==> src/rtl/irq_agg_pkg.sv <==
package irq_agg_pkg;

  localparam int IDX_W = 8;

  // queue status bit positions (software decodes these)
  localparam int QS_IRQ_BIT  = 0;
  localparam int QS_DONE_BIT = 1;
  localparam int QS_ERR_BIT  = 2;

  localparam int GLOBAL_ADDR  = 0;
  localparam int SUMMARY_ADDR = 1;
  localparam int QUEUE_BASE   = 2;

  typedef enum logic [2:0] {
    SEL_NONE,
    SEL_GLOBAL,
    SEL_SUMMARY,
    SEL_QSTAT,
    SEL_ACK
  } regSel_e;

  typedef struct packed {
    regSel_e          sel;
    logic [IDX_W-1:0] port;
    logic             wrStatus;
    logic             wrAck;
  } regStrobe_t;

endpackage

==> src/rtl/irq_agg_ctrl.sv <==
module irq_agg_ctrl
  import irq_agg_pkg::*;
#(
  parameter int NUM_PORTS = 4,
  parameter int ADDR_W    = 4
) (
  input  logic [ADDR_W-1:0] regAddr,
  input  logic              regWrEn,
  output regStrobe_t        strobe
);

  localparam int QUEUE_END = QUEUE_BASE + 2 * NUM_PORTS;

  logic [ADDR_W-1:0] offs;

  always_comb begin
    strobe     = '0;
    strobe.sel = SEL_NONE;
    offs       = '0;
    if (regAddr == ADDR_W'(GLOBAL_ADDR)) begin
      strobe.sel = SEL_GLOBAL;
    end else if (regAddr == ADDR_W'(SUMMARY_ADDR)) begin
      strobe.sel = SEL_SUMMARY;
    end else if (int'(regAddr) < QUEUE_END) begin
      offs        = regAddr - ADDR_W'(QUEUE_BASE);
      strobe.port = IDX_W'(offs >> 1);
      strobe.sel  = offs[0] ? SEL_ACK : SEL_QSTAT;
    end
    strobe.wrStatus = regWrEn && (strobe.sel == SEL_QSTAT);
    strobe.wrAck    = regWrEn && (strobe.sel == SEL_ACK);
  end

endmodule

==> src/rtl/irq_agg_datapath.sv <==
module irq_agg_datapath
  import irq_agg_pkg::*;
#(
  parameter int NUM_PORTS = 4,
  parameter int PTR_W     = 8,
  parameter int DATA_W    = 32
) (
  input  logic                       clk,
  input  logic                       rstN,
  input  regStrobe_t                 strobe,
  input  logic [DATA_W-1:0]          wrData,
  input  logic [NUM_PORTS-1:0]       portEvent,
  input  logic [NUM_PORTS-1:0]       portError,
  input  logic [NUM_PORTS*PTR_W-1:0] hwPtrFlat,
  output logic [DATA_W-1:0]          rdData,
  output logic                       irqOut,
  output logic [NUM_PORTS-1:0]       qIrqVec,
  output logic [NUM_PORTS-1:0]       errVec,
  output logic [NUM_PORTS*PTR_W-1:0] ackFlat
);

  logic [NUM_PORTS-1:0] doneVec;
  logic [NUM_PORTS-1:0] summaryVec;
  logic                 globalIrq;

  for (genvar p = 0; p < NUM_PORTS; p++) begin : g_port
    logic hit;
    logic raise;
    assign hit   = (strobe.port == IDX_W'(p));
    assign raise = portEvent[p] | portError[p];

    always_ff @(posedge clk or negedge rstN) begin
      if (!rstN) begin
        qIrqVec[p] <= 1'b0;
      end else if (raise) begin
        qIrqVec[p] <= 1'b1;
      end else if (strobe.wrStatus && hit && wrData[QS_IRQ_BIT]) begin
        qIrqVec[p] <= 1'b0;
      end
    end

    always_ff @(posedge clk or negedge rstN) begin
      if (!rstN) begin
        errVec[p] <= 1'b0;
      end else if (portError[p]) begin
        errVec[p] <= 1'b1;
      end else if (strobe.wrStatus && hit && wrData[QS_ERR_BIT]) begin
        errVec[p] <= 1'b0;
      end
    end

    always_ff @(posedge clk or negedge rstN) begin
      if (!rstN) begin
        ackFlat[p*PTR_W +: PTR_W] <= '0;
      end else if (strobe.wrAck && hit) begin
        ackFlat[p*PTR_W +: PTR_W] <= wrData[PTR_W-1:0];
      end
    end

    assign doneVec[p] = (hwPtrFlat[p*PTR_W +: PTR_W] != ackFlat[p*PTR_W +: PTR_W]);
  end

  // one queue per port: the summary bit is that queue's irq flag
  assign summaryVec = qIrqVec;
  assign globalIrq  = |summaryVec;
  assign irqOut     = globalIrq;

  always_comb begin
    rdData = '0;
    case (strobe.sel)
      SEL_GLOBAL:  rdData[0] = globalIrq;
      SEL_SUMMARY: rdData[NUM_PORTS-1:0] = summaryVec;
      SEL_QSTAT: begin
        for (int p = 0; p < NUM_PORTS; p++) begin
          if (strobe.port == IDX_W'(p)) begin
            rdData[QS_IRQ_BIT]  = qIrqVec[p];
            rdData[QS_DONE_BIT] = doneVec[p];
            rdData[QS_ERR_BIT]  = errVec[p];
          end
        end
      end
      SEL_ACK: begin
        for (int p = 0; p < NUM_PORTS; p++) begin
          if (strobe.port == IDX_W'(p)) begin
            rdData[PTR_W-1:0] = ackFlat[p*PTR_W +: PTR_W];
          end
        end
      end
      default: rdData = '0;
    endcase
  end

endmodule

==> src/rtl/irq_agg_top.sv <==
module irq_agg_top
  import irq_agg_pkg::*;
#(
  parameter int NUM_PORTS = 4,
  parameter int PTR_W     = 8,
  parameter int DATA_W    = 32,
  parameter int ADDR_W    = $clog2(QUEUE_BASE + 2 * NUM_PORTS)
) (
  input  logic                       clk,
  input  logic                       rstN,
  input  logic [ADDR_W-1:0]          regAddr,
  input  logic                       regWrEn,
  input  logic [DATA_W-1:0]          regWrData,
  output logic [DATA_W-1:0]          regRdData,
  input  logic [NUM_PORTS-1:0]       portEvent,
  input  logic [NUM_PORTS-1:0]       portError,
  input  logic [NUM_PORTS*PTR_W-1:0] hwExtractPtr,
  output logic                       irqOut
);

  regStrobe_t                 strobe;
  logic [NUM_PORTS-1:0]       qIrqVec;
  logic [NUM_PORTS-1:0]       errVec;
  logic [NUM_PORTS*PTR_W-1:0] ackFlat;

  irq_agg_ctrl #(
    .NUM_PORTS(NUM_PORTS),
    .ADDR_W   (ADDR_W)
  ) u_ctrl (
    .regAddr(regAddr),
    .regWrEn(regWrEn),
    .strobe (strobe)
  );

  irq_agg_datapath #(
    .NUM_PORTS(NUM_PORTS),
    .PTR_W    (PTR_W),
    .DATA_W   (DATA_W)
  ) u_dp (
    .clk      (clk),
    .rstN     (rstN),
    .strobe   (strobe),
    .wrData   (regWrData),
    .portEvent(portEvent),
    .portError(portError),
    .hwPtrFlat(hwExtractPtr),
    .rdData   (regRdData),
    .irqOut   (irqOut),
    .qIrqVec  (qIrqVec),
    .errVec   (errVec),
    .ackFlat  (ackFlat)
  );

endmodule

==> config.mk <==
export PLATFORM = sky130hd
export DESIGN_NAME = irq_agg_top
export DESIGN_NICKNAME = d
export VERILOG_FILES = /design/src/rtl/irq_agg_pkg.sv /design/src/rtl/irq_agg_ctrl.sv /design/src/rtl/irq_agg_datapath.sv /design/src/rtl/irq_agg_top.sv
export SDC_FILE = /design/constraint.sdc
export NUM_CORES = 1
export LEC_CHECK = 0
export BUFFER_PORTS_ARGS = -buffer_cell sky130_fd_sc_hd__buf_2
export CAP_MARGIN = 20
export CORE_UTILIZATION = 52
export CTS_CLUSTER_DIAMETER = 120
export DETAILED_ROUTE_END_ITERATION = 6
export GPL_TIMING_DRIVEN = 0
export HOLD_SLACK_MARGIN = 0.06
export PLACE_DENSITY = 0.88
export SYNTH_ARGS = -nofsm -noshare
export SYNTH_HDL_FRONTEND = slang
export SYNTH_SLANG_ARGS = --single-unit
==> constraint.sdc <==
create_clock -name clk -period 5.6 [get_ports clk]
set_input_delay 1.12 -clock clk [delete_from_list [all_inputs] [get_ports clk]]
set_output_delay 1.12 -clock clk [all_outputs]
set_load 0.05 [all_outputs]
### Word-level counts from Yosys, hierarchy flattened

Cells that the tools add are included.
W data, S select, Z words.

| word-level totals | value |
|---|---|
| flip-flop bits (word level) | 40 |
| output and inout port bits | 33 |

| cells by class | value |
|---|---|
| add/subtract/negate cells | 1 |
| order comparisons | 1 |
| eq/ne operators | 12 |
| muxes and demuxes | 34 |
| bitwise operators | 4 |
| reductions and logical operators | 29 |

Operators with widths:

| operator | count |
|---|---|
| $mux W8 | 6 |
| $ne A8 B8 Y1 | 4 |
| $mux W3 | 7 |
| $logic_and A1 B1 Y1 | 18 |
| $eq A8 B2 Y1 const B | 2 |
| $mux W1 | 16 |
| $reduce_bool A2 Y1 | 8 |
| $mux W11 | 1 |
| $eq A8 B1 Y1 const B | 1 |
| $logic_not A8 Y1 | 1 |
| $eq A3 B2 Y1 const B | 2 |
| $pmux W2 S3 | 1 |
| $eq A4 B1 Y1 const B | 1 |
| $logic_not A4 Y1 | 1 |
| $lt A4 B4 Y1 const B | 1 |
| $mux W4 | 1 |
| $or A1 B1 Y1 | 4 |
| $pmux W1 S4 | 1 |
| $reduce_or A4 Y1 | 1 |
| $sub A4 B2 Y4 const B | 1 |
| $eq A3 B1 Y1 const B | 1 |
| $eq A3 B3 Y1 const B | 1 |
| $pmux W1 S2 | 1 |

### Longest topological paths before layout

Gate-level depths: netlist (run 1).

| depth | value |
|---|---|
| depth in word-level cells | 11 |
| depth in mapped cells | 8 |

### By module

A second synthesis (run 1) with hierarchy kept.

| second synthesis, totals | value |
|---|---|
| cell total of the unflattened synthesis | 261 |
| area total of the unflattened synthesis | 2777.7 µm² |

Modules (own cells, without submodules):

| module | times used | cells each | area an instance (µm²) | sequential area each (µm²) |
|---|---|---|---|---|
| irq_agg_datapath | 1 | 234 | 2601.2 | 1001.0 |
| irq_agg_ctrl | 1 | 27 | 176.4 | 0.0 |

### Worst setup path before layout (run 1)

No wires, ideal clock.

| timing | value |
|---|---|
| kind | input-to-output |
| from | input regAddr[1] |
| to | output regRdData[0] |
| arrival time | 3.077 ns |
| slack | 1.403 ns |
| stages on the path | 8 |
| path through | inv_2 -> ha_1 -> nor3b_1 -> o21a_1 -> buf_2 -> a21oi_1 -> a2bb2oi_1 -> o211ai_1 |

| on the way | value |
|---|---|
| word-level cells in the longest chain between the ends | 10 |
| elaborated cells on any way between the ends | 26 |
| those cells by class | 1 x add/sub; 1 x order compare; 8 x eq/ne; 14 x mux; 2 x reduce/logical |

Ends and longest elaborated chain:

| what | line | source |
|---|---|---|
| from (decl) | irq_agg_top.sv:11 | `input logic [ADDR_W-1:0] regAddr,` |
| $sub A4 B2 Y4 or $lt A4 B4 Y1 (tied branches) | irq_agg_ctrl.sv:25, irq_agg_ctrl.sv:24 |  |
| $mux W11 | irq_agg_ctrl.sv:24 | `end else if (int'(regAddr) < QUEUE_END) begin` |
| $mux W8 | irq_agg_ctrl.sv:22 | `end else if (regAddr == ADDR_W'(SUMMARY_ADDR)) begin` |
| $mux W8 | irq_agg_ctrl.sv:20 | `if (regAddr == ADDR_W'(GLOBAL_ADDR)) begin` |
| $logic_not A8 Y1 | irq_agg_datapath.sv:75, irq_agg_datapath.sv:84 |  |
| $mux W8 or $mux W3 (tied branches) (4 in series) | irq_agg_datapath.sv:84, irq_agg_datapath.sv:75 |  |
| $pmux W1 S4 (*) | irq_agg_datapath.sv:70 | `case (strobe.sel)` |
| to (decl) | irq_agg_top.sv:14 | `output logic [DATA_W-1:0] regRdData,` |

Mark *: on every way between the ends. The rest lies on a longest branch, timed or not.

### Worst setup path after layout (run 1)

| timing | value |
|---|---|
| from | input regAddr[1] |
| to | output regRdData[1] |

| on the way | value |
|---|---|
| word-level cells in the longest chain between the ends | 10 |
| elaborated cells on any way between the ends | 25 |
| those cells by class | 1 x add/sub; 1 x order compare; 7 x eq/ne; 14 x mux; 2 x reduce/logical |

Ends and longest elaborated chain:

| what | line |
|---|---|
| $sub A4 B2 Y4 or $lt A4 B4 Y1 (tied branches) | irq_agg_ctrl.sv:25, irq_agg_ctrl.sv:24 |
| $mux W11 | irq_agg_ctrl.sv:24 |
| $mux W8 | irq_agg_ctrl.sv:22 |
| $mux W8 | irq_agg_ctrl.sv:20 |
| $logic_not A8 Y1 | irq_agg_datapath.sv:75, irq_agg_datapath.sv:84 |
| $mux W8 or $mux W3 (tied branches) (4 in series) | irq_agg_datapath.sv:84, irq_agg_datapath.sv:75 |
| $pmux W2 S3 (*) | irq_agg_datapath.sv:70 |

Marks and branches as above.

==> summary.md, run 1 <==
| Metric | Value |
|---|---|
| Antenna-violating nets left | 0 |
| Status | finished, final reports clean |
| Worst-Margin Slew | 947 ps |
| CTS Hold Bufs | 0 |
| Die Y | 73.9 um |
| Worst r2r src | u_dp.qIrqVec[3]$_DFFE_PN0P_ |
| Crit-path max cell delay | 510 ps |
| HPWL after detailed placement | 5.13 mm |
| Top cells by count, synth | dfrtp_1 (40), mux2_2 (32), buf_4 (24), xor2_1 (24), nand2_1 (17) |
| Final nets | 430 |
| Setup bufs post-CTS | 0 |
| Initial antenna violation count | 0 |
| FILL cells | 369 |
| Die W | 73.9 um |
| Hold_sp | u_dp.errVec[2]$_DFFE_PN0P_ |
| Setup-failing EPs final | 0 |
| Final clock period utilization by the worst path | 0.803 |
| DR iter-0 viols | 148 |
| Cells along the critical path | buf_2 -> inv_2 -> ha_1 -> nor3b_1 -> o21ai_0 -> nor2_1 -> a32oi_1 -> o211ai_1 -> buf_2 |
| Register area share after synthesis | 0.372 |
| CP Capture Type | output pin |
| Detailed Routing Iterations Pass 1 | 4 |
| Syn_area_per_cell | 10.4 um^2 |
| Ys Warns | 0 |
| Max Buffers Root-to-Sink | 2 |
| Critical path launch point type | primary input |
| CTS sink cnt | 40 |
| Routed length per instance | 15.9 um |
| DR vias | 2279 |
| Clk slew on worst S/H paths | 80 ps |
| Library cells used by synthesis | 53 |
| Setup WS pre-CTS | 1150 ps |
| Maximum vdd drop | 0.231 mV |
| Critical path peak fanout | 7 |
| Most used DFF post-synth | dfrtp_1 |
| Largest net degree at the start of global routing | 41 |
| Row count | 25 |
| Diode count | 0 |
| Min cycle time layout | 4500 ps |
| Die Area | 5460 um^2 |
| Max cap viols | 0 |
| RSZ-0062 raised after global routing | false |
| GR Overflow Total | 0 |
| Post-CTS sizing | 0 |
| GP Congestion | 0.973 |
| IO buf count | 62 |
| Final setup margin | 1100 ps |
| CTS tree | built |
| Share of cells above drive strength 1 | 0.405 |
| Leakage | 1.55 nW |
| Starting Density | 0.555 |
| Top-area cell type share of the netlist area | 0.372 |
| Asr flop ratio synth | 1.00 |
| Slew margin rel. | 0.360 |
| H-tree depth | 2 |
| HP Class | flip-flop to flip-flop |
| Worst-skew pair later-pin latency | 290 ps |
| Cell with the most instances after synthesis | dfrtp_1 |
| Kind of critical path | primary input to output pin |
| Area of the core | 4850 um^2 |
| Cell family with most CP delay | simple AND/OR/NAND/NOR gates |
| Synthesized flop and latch total | 40 |
| Synthesized cell area | 2690 um^2 |
| CTS buffer count | 5 |
| Number of global-route vias before repair | 2156 |
| Final hold vios | 0 |
| Pwr/cell area | 285 nW/um^2 |
| Crit. Startpoint | regAddr[1] |
| GRT Util Overall | 0.260 |
| Number of flops mapped to enable cells by yosys | 0 |
| Final Max Slew Viols | 0 |
| Worst EP required | 4480 ps |
| Most used cell, CP | buf_2 |
| Area overhead of the layout relative to synthesis | 22.6% |
| WL final | 6.66 mm |
| Vias/cell | 5.45 |
| Slowest CP cell | nor2_1 |
| Post-synthesis instance total | 258 |
| Area contributors post-synth | dfrtp_1 (37%), mux2_2 (13%), xor2_1 (7.8%), buf_4 (6.7%), xnor2_1 (2.9%) |
| CTS root buffer | clkbuf_8 |
| Maximum clock rate | 222 MHz |
| Global-route wire length before repair | 10.5 mm |
| Synth area leader | dfrtp_1 |
| Critical path data arrival time | 3380 ps |
| WP buf/inv | 3 |
| Setup_tns | 0 ps |
| Post-route clock skew | 0 ps |
| # DRC | 0 |
| I/O pin count | 112 |
-- path summary, 6_finish.rpt --
kind / to / slack [ps] / cells after the start
worst max-delay path: regRdData[1] / 1100 / 9
worst min-delay path: u_dp.errVec[2]$_DFFE_PN0P_ / 500 / 1
worst max register to register: u_dp.qIrqVec[3]$_DFFE_PN0P_ / 4760 / 1
worst min register to register: u_dp.errVec[2]$_DFFE_PN0P_ / 500 / 1
max in group asynchronous: u_dp.ackFlat[15]$_DFFE_PN0P_ / 4110 / 1
min in group asynchronous: u_dp.qIrqVec[2]$_DFFE_PN0P_ / 930 / 1
-- layer usage --
layer | GRT usage | share of wire | up-vias
met4 | 0.0812 | 0.021 | 0
met3 | 0.0466 | 0.076 | 14
met5 | 0 | 0 | -
li1 | - | - | 1077
met2 | 0.418 | 0.49 | 115
met1 | 0.358 | 0.42 | 1073
-- layout make-up --
class	instances	area [um^2]	share of cell area
clock inverters	1	30.0	0.00911
plain buffers	29	203	0.0615
flip-flops and latches	40	1000	0.304
inverters	8	30.0	0.00911
clock buffers	7	96.3	0.0292
well taps	67	83.8	0.0254
multi-input cells	204	1540	0.468
repair buffers	62	310	0.0941
-- where the power goes --
| part | total [mW] | switching, mW | internal (mW) |
|---|---|---|---|
| combinational | 0.291 | 0.164 | 0.127 |
| clock | 0.259 | 0.102 | 0.157 |
| sequential | 0.391 | 0.0520 | 0.339 |
| total | 0.941 | 0.317 | 0.623 |
-- kinds of logic after synthesis --
| group | count (synthesis) | synth area share |
|---|---|---|
| other | 1 | 0.00139 |
| AND/OR/NAND/NOR | 59 | 0.142 |
| AO/OA/AOI/OAI | 55 | 0.152 |
| flip-flops | 40 | 0.372 |
| buffers and inverters | 37 | 0.0865 |
| multiplexers | 32 | 0.134 |
| XOR/XNOR | 33 | 0.107 |
| adder cells (fa/ha/maj) | 1 | 0.00465 |
-- layout by cell type, fill, tap and decap left out, types with 5 or more instances in the layout --
cell / synthesis / routed
mux2_2: 32 / 32
dfrtp_1: 40 / 40
o21ai_0: 6 / 6
o31ai_1: 5 / 5
clkbuf_8: 0 / 7
inv_1: 7 / 7
buf_2: 3 / 65
and3_1: 6 / 6
conb_1: 1 / 24
buf_4: 24 / 24
a21oi_1: 8 / 8
nand2_1: 17 / 17
nor4_1: 6 / 6
xnor2_1: 9 / 9
xor2_1: 24 / 24
-- sequential cells by signal (all words and copies together) (netlist names) --
signal and cells:
u_dp.errVec 4, u_dp.qIrqVec 4, u_dp.ackFlat 32
-- through the flow --
stage / hold WS, ps / total power [mW] / utilization / cells / cell area [um^2]
4_1_cts: 498 / 0.942 / 0.680 / 418 / 3300
2_1_floorplan: 449 / 0.602 / - / 281 / 2780
5_1_grt: 509 / 0.986 / 0.680 / 418 / 3300
3_5_place_dp: 472 / 0.684 / 0.654 / 410 / 3170
3_3_place_gp: 464 / 0.673 / 0.654 / 410 / 3170
6_report: 503 / 0.941 / 0.680 / 418 / 3300
(Power assumes the default switching activity.)
==> run 2, diff against run 1 <==
--- a/config.mk
+++ b/config.mk
@@ -7,12 +7,12 @@
 export LEC_CHECK = 0
 export BUFFER_PORTS_ARGS = -buffer_cell sky130_fd_sc_hd__buf_2
 export CAP_MARGIN = 20
-export CORE_UTILIZATION = 52
+export CORE_UTILIZATION = 49
 export CTS_CLUSTER_DIAMETER = 120
 export DETAILED_ROUTE_END_ITERATION = 6
 export GPL_TIMING_DRIVEN = 0
 export HOLD_SLACK_MARGIN = 0.06
-export PLACE_DENSITY = 0.88
+export PLACE_DENSITY = 0.83
 export SYNTH_ARGS = -nofsm -noshare
 export SYNTH_HDL_FRONTEND = slang
 export SYNTH_SLANG_ARGS = --single-unit
==> constraint.sdc (replaced) <==
create_clock -name clk -period 4.25 [get_ports clk]
set_input_delay 0.85 -clock clk [delete_from_list [all_inputs] [get_ports clk]]
set_output_delay 0.85 -clock clk [all_outputs]
set_load 0.05 [all_outputs]
==> run 2 against run 1 <==
  * Register-to-register slack got worse by 1300 ps
  * Sequential power rose by 32%
  * Critical path depth unchanged
  * Wire length rose by 2.6%
  * Non-clock buffer count unchanged
  * Via count up 1.1%
  * Design area down 0.87%
  * Clock power grew 6%
  * Global-route usage decreased by 1.5 points
  * First-iteration DRC count up 9.5%
  * Clock-buffer cell count did not move
  * Critical path type unchanged
  * Critical endpoint unchanged
  * Largest cell class unchanged
  * Highest routed layer unchanged
==> summary.md, run 2 (synthesis results as in run 1) <==
| Metric | Value |
|---|---|
| Status | finished, final reports clean |
| Stages on worst setup path | 9 (unchanged) |
| Reg-to-reg slack, setup | 3420 ps (-1340 ps) |
| Min cycle time layout | 4020 ps |
| Row count | 26 (+4.0%) |
| Diode count | 0 (unchanged) |
| Detailed Routing Iterations Pass 1 | 4 (unchanged) |
| Starting Density | 0.517 (-0.0380) |
| WP buf/inv | 4 (+1) |
| Cell family with most CP delay | compound AO/OA/AOI/OAI gates |
| Setup bufs post-CTS | 0 (unchanged) |
| WL final | 6.83 mm (+2.6%) |
| CTS tree | built |
| Maximum vdd drop | 0.187 mV (-19%) |
| # DRC | 0 (unchanged) |
| Final Max Slew Viols | 0 (unchanged) |
| DR iter-0 viols | 162 (+9.5%) |
| Final nets | 430 (unchanged) |
| Crit path to | regRdData[1] |
| R2r endpoint | u_dp.ackFlat[26]$_DFFE_PN0P_ |
| Leakage | 1.53 nW (-1.3%) |
| R2R cell count | 1 (unchanged) |
| Maximum clock rate | 249 MHz |
| Antenna-violating nets left | 0 (unchanged) |
| CP Capture Type | output pin |
| Area overhead of the layout relative to synthesis | 21.5% |
| Clk slew on worst S/H paths | 70 ps (about the same) |
| CTS sink cnt | 40 (unchanged) |
| GR Overflow Total | 0 (unchanged) |
| Commonest non-fill, non-tap cell in the layout | buf_2 |
| Biggest regs | u_dp.ackFlat: 32 flops, u_dp.errVec: 4 flops, u_dp.qIrqVec: 4 flops |
| Worst EP required | 3400 ps (-1080 ps) |
| CTS root buffer | clkbuf_8 |
| Post-CTS sizing | 0 (unchanged) |
| FF/Latch Area | 1000 um^2 (unchanged) |
| Fin Hold WS | 487 ps (-15.6 ps) |
| Number of flip-flops in the largest register | 32 (unchanged) |
| Worst-Margin Slew | 956 ps (+9.31 ps) |
| Area of the core | 5200 um^2 (+7.4%) |
| Routed length per instance | 16.2 um (+1.8%) |
| CTS buffer count | 5 (unchanged) |
| Core Util, Final | 0.628 (-0.0521) |
| Die Y | 76.1 um (+2.9%) |
| Vias/cell | 5.47 (+0.33%) |
| Hold Crit Depth | 1 (unchanged) |
| Multi-input logic area | 1540 um^2 (unchanged) |
| Max Buffers Root-to-Sink | 2 (unchanged) |
| Initial antenna violation count | 0 (unchanged) |
| Worst r2r src | u_dp.ackFlat[26]$_DFFE_PN0P_ |
| Crit. Startpoint | regAddr[1] |
| Share of cells above drive strength 1 | 0.402 (-0.00285) |
| Worst-skew pair later-pin latency | 300 ps (about the same) |
| H-tree depth | 2 (unchanged) |
| Critical path launch point type | primary input |
| Kind of critical path | primary input to output pin |
| Number of global-route vias before repair | 2250 (+4.4%) |
| GRT Util Overall | 0.245 (-0.0150) |
| Slowest CP cell | ha_1 |
| DR vias | 2303 (+1.1%) |
| CTS Hold Bufs | 0 (unchanged) |
| Biggest register | u_dp.ackFlat |
| GP Congestion | 0.925 (-4.9%) |
| Die Area | 5790 um^2 (+6.0%) |
| Final clock period utilization by the worst path | 0.946 |
| Critical path data arrival time | 3170 ps (-210 ps) |
| Setup-failing EPs final | 0 (unchanged) |
| I/O pin count | 112 (unchanged) |
| Final hold vios | 0 (unchanged) |
| Slew margin rel. | 0.354 (-0.00629) |
| Global-route wire length before repair | 11.1 mm (+5.7%) |
| HP Class | flip-flop to flip-flop |
| Pwr/cell area | 359 nW/um^2 (+26%) |
| Largest net degree at the start of global routing | 41 (unchanged) |
| FILL cells | 487 (+32%) |
| Cells along the critical path | buf_2 -> inv_2 -> ha_1 -> clkbuf_1 -> o211ai_1 -> a221oi_1 -> o31ai_1 -> o211ai_1 -> buf_2 |
| Setup_tns | 0 ps (unchanged) |
| Crit-path max cell delay | 390 ps (-120 ps) |
| Post-route clock skew | 0 ps (unchanged) |
| RSZ-0062 raised after global routing | false |
| Critical path peak fanout | 10 (+3) |
| Die W | 76.1 um (+2.9%) |
| HPWL after detailed placement | 5.21 mm (+1.6%) |
| Max cap viols | 0 (unchanged) |
| Commonest non-fill, non-tap cells in the layout | buf_2 (65), dfrtp_1 (40), mux2_2 (32) |
| IO buf count | 62 (unchanged) |
[run 2: per-stage QoR]
stage          worst slack (ps)  instance area (um^2)  total power, mW  cells
2_1_floorplan               593                  2780            0.794    281
3_3_place_gp                331                  3170            0.890    413
3_5_place_dp                295                  3170            0.904    413
4_1_cts                     248                  3270             1.17    421
5_1_grt                    77.8                  3270             1.23    421
6_report                    228                  3270             1.17    421
[run 2: cell type report]
type                       instances  area share
buffer                            29      0.0620
clock buffer                       7      0.0264
clock inverter                     1     0.00230
inverter                           8     0.00919
multi-input combinational        204       0.472
sequential                        40       0.306
tap                               70      0.0268
timing repair buffer              62      0.0949
[run 2: where the power goes]
group / switching (mW) / internal (mW)
Combinational: 0.218 / 0.168
Sequential: 0.0684 / 0.446
Clock: 0.142 / 0.132
Total: 0.428 / 0.746
[run 2: metal layers]
metal / share of wire / GRT usage / vias up / routed length, um
met5: 0 / 0 / - / 0
met4: 0.020 / 0.0904 / 0 / 140
met3: 0.080 / 0.0515 / 13 / 545
met2: 0.49 / 0.415 / 116 / 3360
met1: 0.41 / 0.309 / 1098 / 2790
li1: - / - / 1076 / -
[run 2: worst min-delay path by stage]
stage / from / endpoint / slack [ps]
after detailed placement: u_dp.errVec[3]$_DFFE_PN0P_ / u_dp.errVec[3]$_DFFE_PN0P_ / 470
after floorplan: u_dp.errVec[0]$_DFFE_PN0P_ / u_dp.errVec[0]$_DFFE_PN0P_ / 450
final: u_dp.errVec[1]$_DFFE_PN0P_ / u_dp.errVec[1]$_DFFE_PN0P_ / 490
after CTS: u_dp.errVec[3]$_DFFE_PN0P_ / u_dp.errVec[3]$_DFFE_PN0P_ / 490
after global placement: u_dp.errVec[1]$_DFFE_PN0P_ / u_dp.errVec[1]$_DFFE_PN0P_ / 460
after global routing: u_dp.errVec[1]$_DFFE_PN0P_ / u_dp.errVec[1]$_DFFE_PN0P_ / 500
==> run 3, diff against run 2 <==
--- a/config.mk
+++ b/config.mk
@@ -7,12 +7,15 @@
 export LEC_CHECK = 0
 export BUFFER_PORTS_ARGS = -buffer_cell sky130_fd_sc_hd__buf_2
 export CAP_MARGIN = 20
-export CORE_UTILIZATION = 49
+export CELL_PAD_IN_SITES_DETAIL_PLACEMENT = 1
+export CELL_PAD_IN_SITES_GLOBAL_PLACEMENT = 1
+export CORE_UTILIZATION = 37
+export CTS_BUF_LIST = sky130_fd_sc_hd__clkbuf_2
 export CTS_CLUSTER_DIAMETER = 120
 export DETAILED_ROUTE_END_ITERATION = 6
 export GPL_TIMING_DRIVEN = 0
 export HOLD_SLACK_MARGIN = 0.06
-export PLACE_DENSITY = 0.83
+export PLACE_DENSITY = 0.84
 export SYNTH_ARGS = -nofsm -noshare
 export SYNTH_HDL_FRONTEND = slang
 export SYNTH_SLANG_ARGS = --single-unit
==> run 3 against run 2 <==
  * Sequential share of layout area shrank 0.059 points
  * Highest routed layer unchanged
  * Sequential power rose by 1%
  * Largest power group unchanged
  * First-iteration DRC count up 2.5%
  * Non-clock buffer count stayed put
  * Setup slack lost 130 ps
  * Hold slack better by 19 ps
==> summary.md, run 3 (synthesis results as in run 1) <==
| Metric | Value |
|---|---|
| Share of cells above drive strength 1 | 0.402 (unchanged) |
| Comb power frac | 0.342 (+0.014) |
| Maximum clock rate | 241 MHz (-3.0%) |
| DR vias | 2383 (+3.5%) |
| Largest net degree at the start of global routing | 41 (unchanged) |
| CTS root buffer | clkbuf_2 |
| HP Class | primary input to asynchronous set/reset pin |
| GRT Util Overall | 0.219 (-0.0259) |
| Min cycle time layout | 4150 ps (+125 ps) |
| Sw Ratio | 0.382 (+0.0174) |
| Max Buffers Root-to-Sink | 2 (unchanged) |
| IO buf count | 62 (unchanged) |
| CTS buffer count | 5 (unchanged) |
| Kind of critical path | primary input to output pin |
| FILL cells | 832 (+71%) |
| Starting Density | 0.389 (-0.127) |
| Slew margin rel. | 0.385 (+0.0315) |
| Crit path to | regRdData[1] |
| H-tree depth | 2 (unchanged) |
| Clk network pwr share | 0.207 (-0.026) |
| WL final | 8.17 mm (+20%) |
| Post-CTS sizing | 0 (unchanged) |
| Area overhead of the layout relative to synthesis | 21.7% |
| Final setup margin | 103 ps (-125 ps) |
| Biggest regs | u_dp.ackFlat: 32 flops, u_dp.errVec: 4 flops, u_dp.qIrqVec: 4 flops |
| Vias/cell | 5.33 (-2.5%) |
| GR Overflow Total | 0 (unchanged) |
| Initial antenna violation count | 0 (unchanged) |
| Number of global-route vias before repair | 2421 (+7.6%) |
| Critical path launch point type | primary input |
| Antenna-violating nets left | 0 (unchanged) |
| R2r endpoint | u_dp.qIrqVec[3]$_DFFE_PN0P_ |
| CTS Hold Bufs | 0 (unchanged) |
| Clk slew on worst S/H paths | 250 ps (+180 ps) |
| Worst EP required | 3400 ps (about the same) |
| Maximum vdd drop | 0.117 mV (-37%) |
| CP Capture Type | output pin |
| Row count | 30 (+15%) |
| Detailed Routing Iterations Pass 1 | 4 (unchanged) |
| Die Y | 87.3 um (+15%) |
| Die Area | 7620 um^2 (+32%) |
| RSZ-0062 raised after global routing | false |
| Setup_tns | 0 ps (unchanged) |
| Final hold vios | 0 (unchanged) |
| CTS sink cnt | 40 (unchanged) |
| Worst r2r src | u_dp.qIrqVec[3]$_DFFE_PN0P_ |
| Status | finished, final reports clean |
| Pwr/cell area | 352 nW/um^2 (-2.0%) |
| Psw | 0.440 mW (+2.9%) |
| Diode count | 0 (unchanged) |
| Setup WS pre-CTS | 226 ps (-69.3 ps) |
| Reg-to-reg slack, setup | 3390 ps (-30 ps) |
| Crit. Startpoint | regAddr[1] |
| Biggest register | u_dp.ackFlat |
| Final Max Slew Viols | 0 (unchanged) |
| Final nets | 430 (unchanged) |
| DR iter-0 viols | 166 (+2.5%) |
| Worst-Margin Slew | 922 ps (-33.8 ps) |
| Post-route clock skew | 0 ps (unchanged) |
| Commonest non-fill, non-tap cells in the layout | buf_2 (65), dfrtp_1 (40), mux2_2 (32) |
| Setup-failing EPs final | 0 (unchanged) |
| I/O pin count | 112 (unchanged) |
| Number of flip-flops in the largest register | 32 (unchanged) |
| Area of the core | 6910 um^2 (+33%) |
| Setup bufs post-CTS | 0 (unchanged) |
| Leakage | 1.52 nW (-0.25%) |
| Final clock period utilization by the worst path | 0.976 (+0.0295) |
| Global-route wire length before repair | 12.4 mm (+12%) |
| Worst-skew pair later-pin latency | 410 ps (+110 ps) |
| Share of power burned in registers | 0.451 (+0.013) |
| HPWL after detailed placement | 6.33 mm (+21%) |
| R2R cell count | 1 (unchanged) |
| GP Congestion | 0.862 (-6.8%) |
| CTS tree | built |
| Internal | 0.713 mW (-4.5%) |
| Commonest non-fill, non-tap cell in the layout | buf_2 |
| Die W | 87.3 um (+15%) |
| Critical path data arrival time | 3300 ps (+130 ps) |
| Routed length per instance | 18.3 um (+13%) |
| Max cap viols | 0 (unchanged) |
| Critical path peak fanout | 10 (unchanged) |
| # DRC | 0 (unchanged) |
## run 3: cell types whose count changed in the layout (fill, tap and decap cells not counted), sizes merged
| cell | delta |
|---|---|
| clkinvlp | -1 |
| clkbuf | -2 |
| bufinv | +1 |
| clkinv | +2 |
## run 3: worst min path at each step
stage	from	end	slack, ps	cells after the start
floorplan	u_dp.errVec[0]$_DFFE_PN0P_	u_dp.errVec[0]$_DFFE_PN0P_	450	1
global placement	u_dp.errVec[1]$_DFFE_PN0P_	u_dp.errVec[1]$_DFFE_PN0P_	470	1
detailed placement	u_dp.errVec[3]$_DFFE_PN0P_	u_dp.errVec[3]$_DFFE_PN0P_	470	1
CTS	u_dp.errVec[3]$_DFFE_PN0P_	u_dp.errVec[3]$_DFFE_PN0P_	510	1
global route	u_dp.errVec[3]$_DFFE_PN0P_	u_dp.errVec[3]$_DFFE_PN0P_	550	1
finish	rstN	u_dp.errVec[2]$_DFFE_PN0P_	510	1
## run 3: layout make-up
| class | count | area [um^2] | share of cell area |
|---|---|---|---|
| Multi-Input combinational cell | 204 | 1540 | 0.471 |
| Sequential cell | 40 | 1000 | 0.306 |
| Timing Repair Buffer | 62 | 310 | 0.0948 |
| Buffer | 29 | 203 | 0.0619 |
| Tap cell | 96 | 120 | 0.0367 |
| Clock inverter | 3 | 42.5 | 0.0130 |
| Inverter | 8 | 30.0 | 0.00917 |
| Clock buffer | 5 | 25.0 | 0.00764 |
## run 3: routing by layer
layer | GRT usage | part of all wire
met3 | 0.0389 | 0.067
met4 | 0.107 | 0.033
met2 | 0.377 | 0.50
met5 | 0 | 0
met1 | 0.264 | 0.40
## run 3: power by group through the flow
stage	Clock, mW	Combinational [mW]	Sequential [mW]
final	0.239	0.394	0.520
after global routing	0.254	0.422	0.529
after CTS	0.241	0.394	0.520
after detailed placement	0	0.392	0.527
after global placement	0	0.375	0.520
after floorplan	0	0.294	0.500
## run 3: through the flow
step / hold slack, ps / cell area (um^2) / utilization / instances / total power [mW]
after global routing: 546 / 3270 / 0.474 / 447 / 1.20
after CTS: 514 / 3270 / 0.474 / 447 / 1.15
after floorplan: 449 / 2780 / - / 281 / 0.794
after detailed placement: 470 / 3210 / 0.464 / 439 / 0.919
after global placement: 465 / 3210 / 0.464 / 439 / 0.896
final: 506 / 3270 / 0.474 / 447 / 1.15
## run 3: critical path, cell delays in order
cell and delay (ps):
buf_2 170, inv_2 90, ha_1 390, clkbuf_1 410
clkbuf_1 430, nand2_1 110, o32ai_1 170, o221ai_1 180
o211ai_1 170, buf_2 310
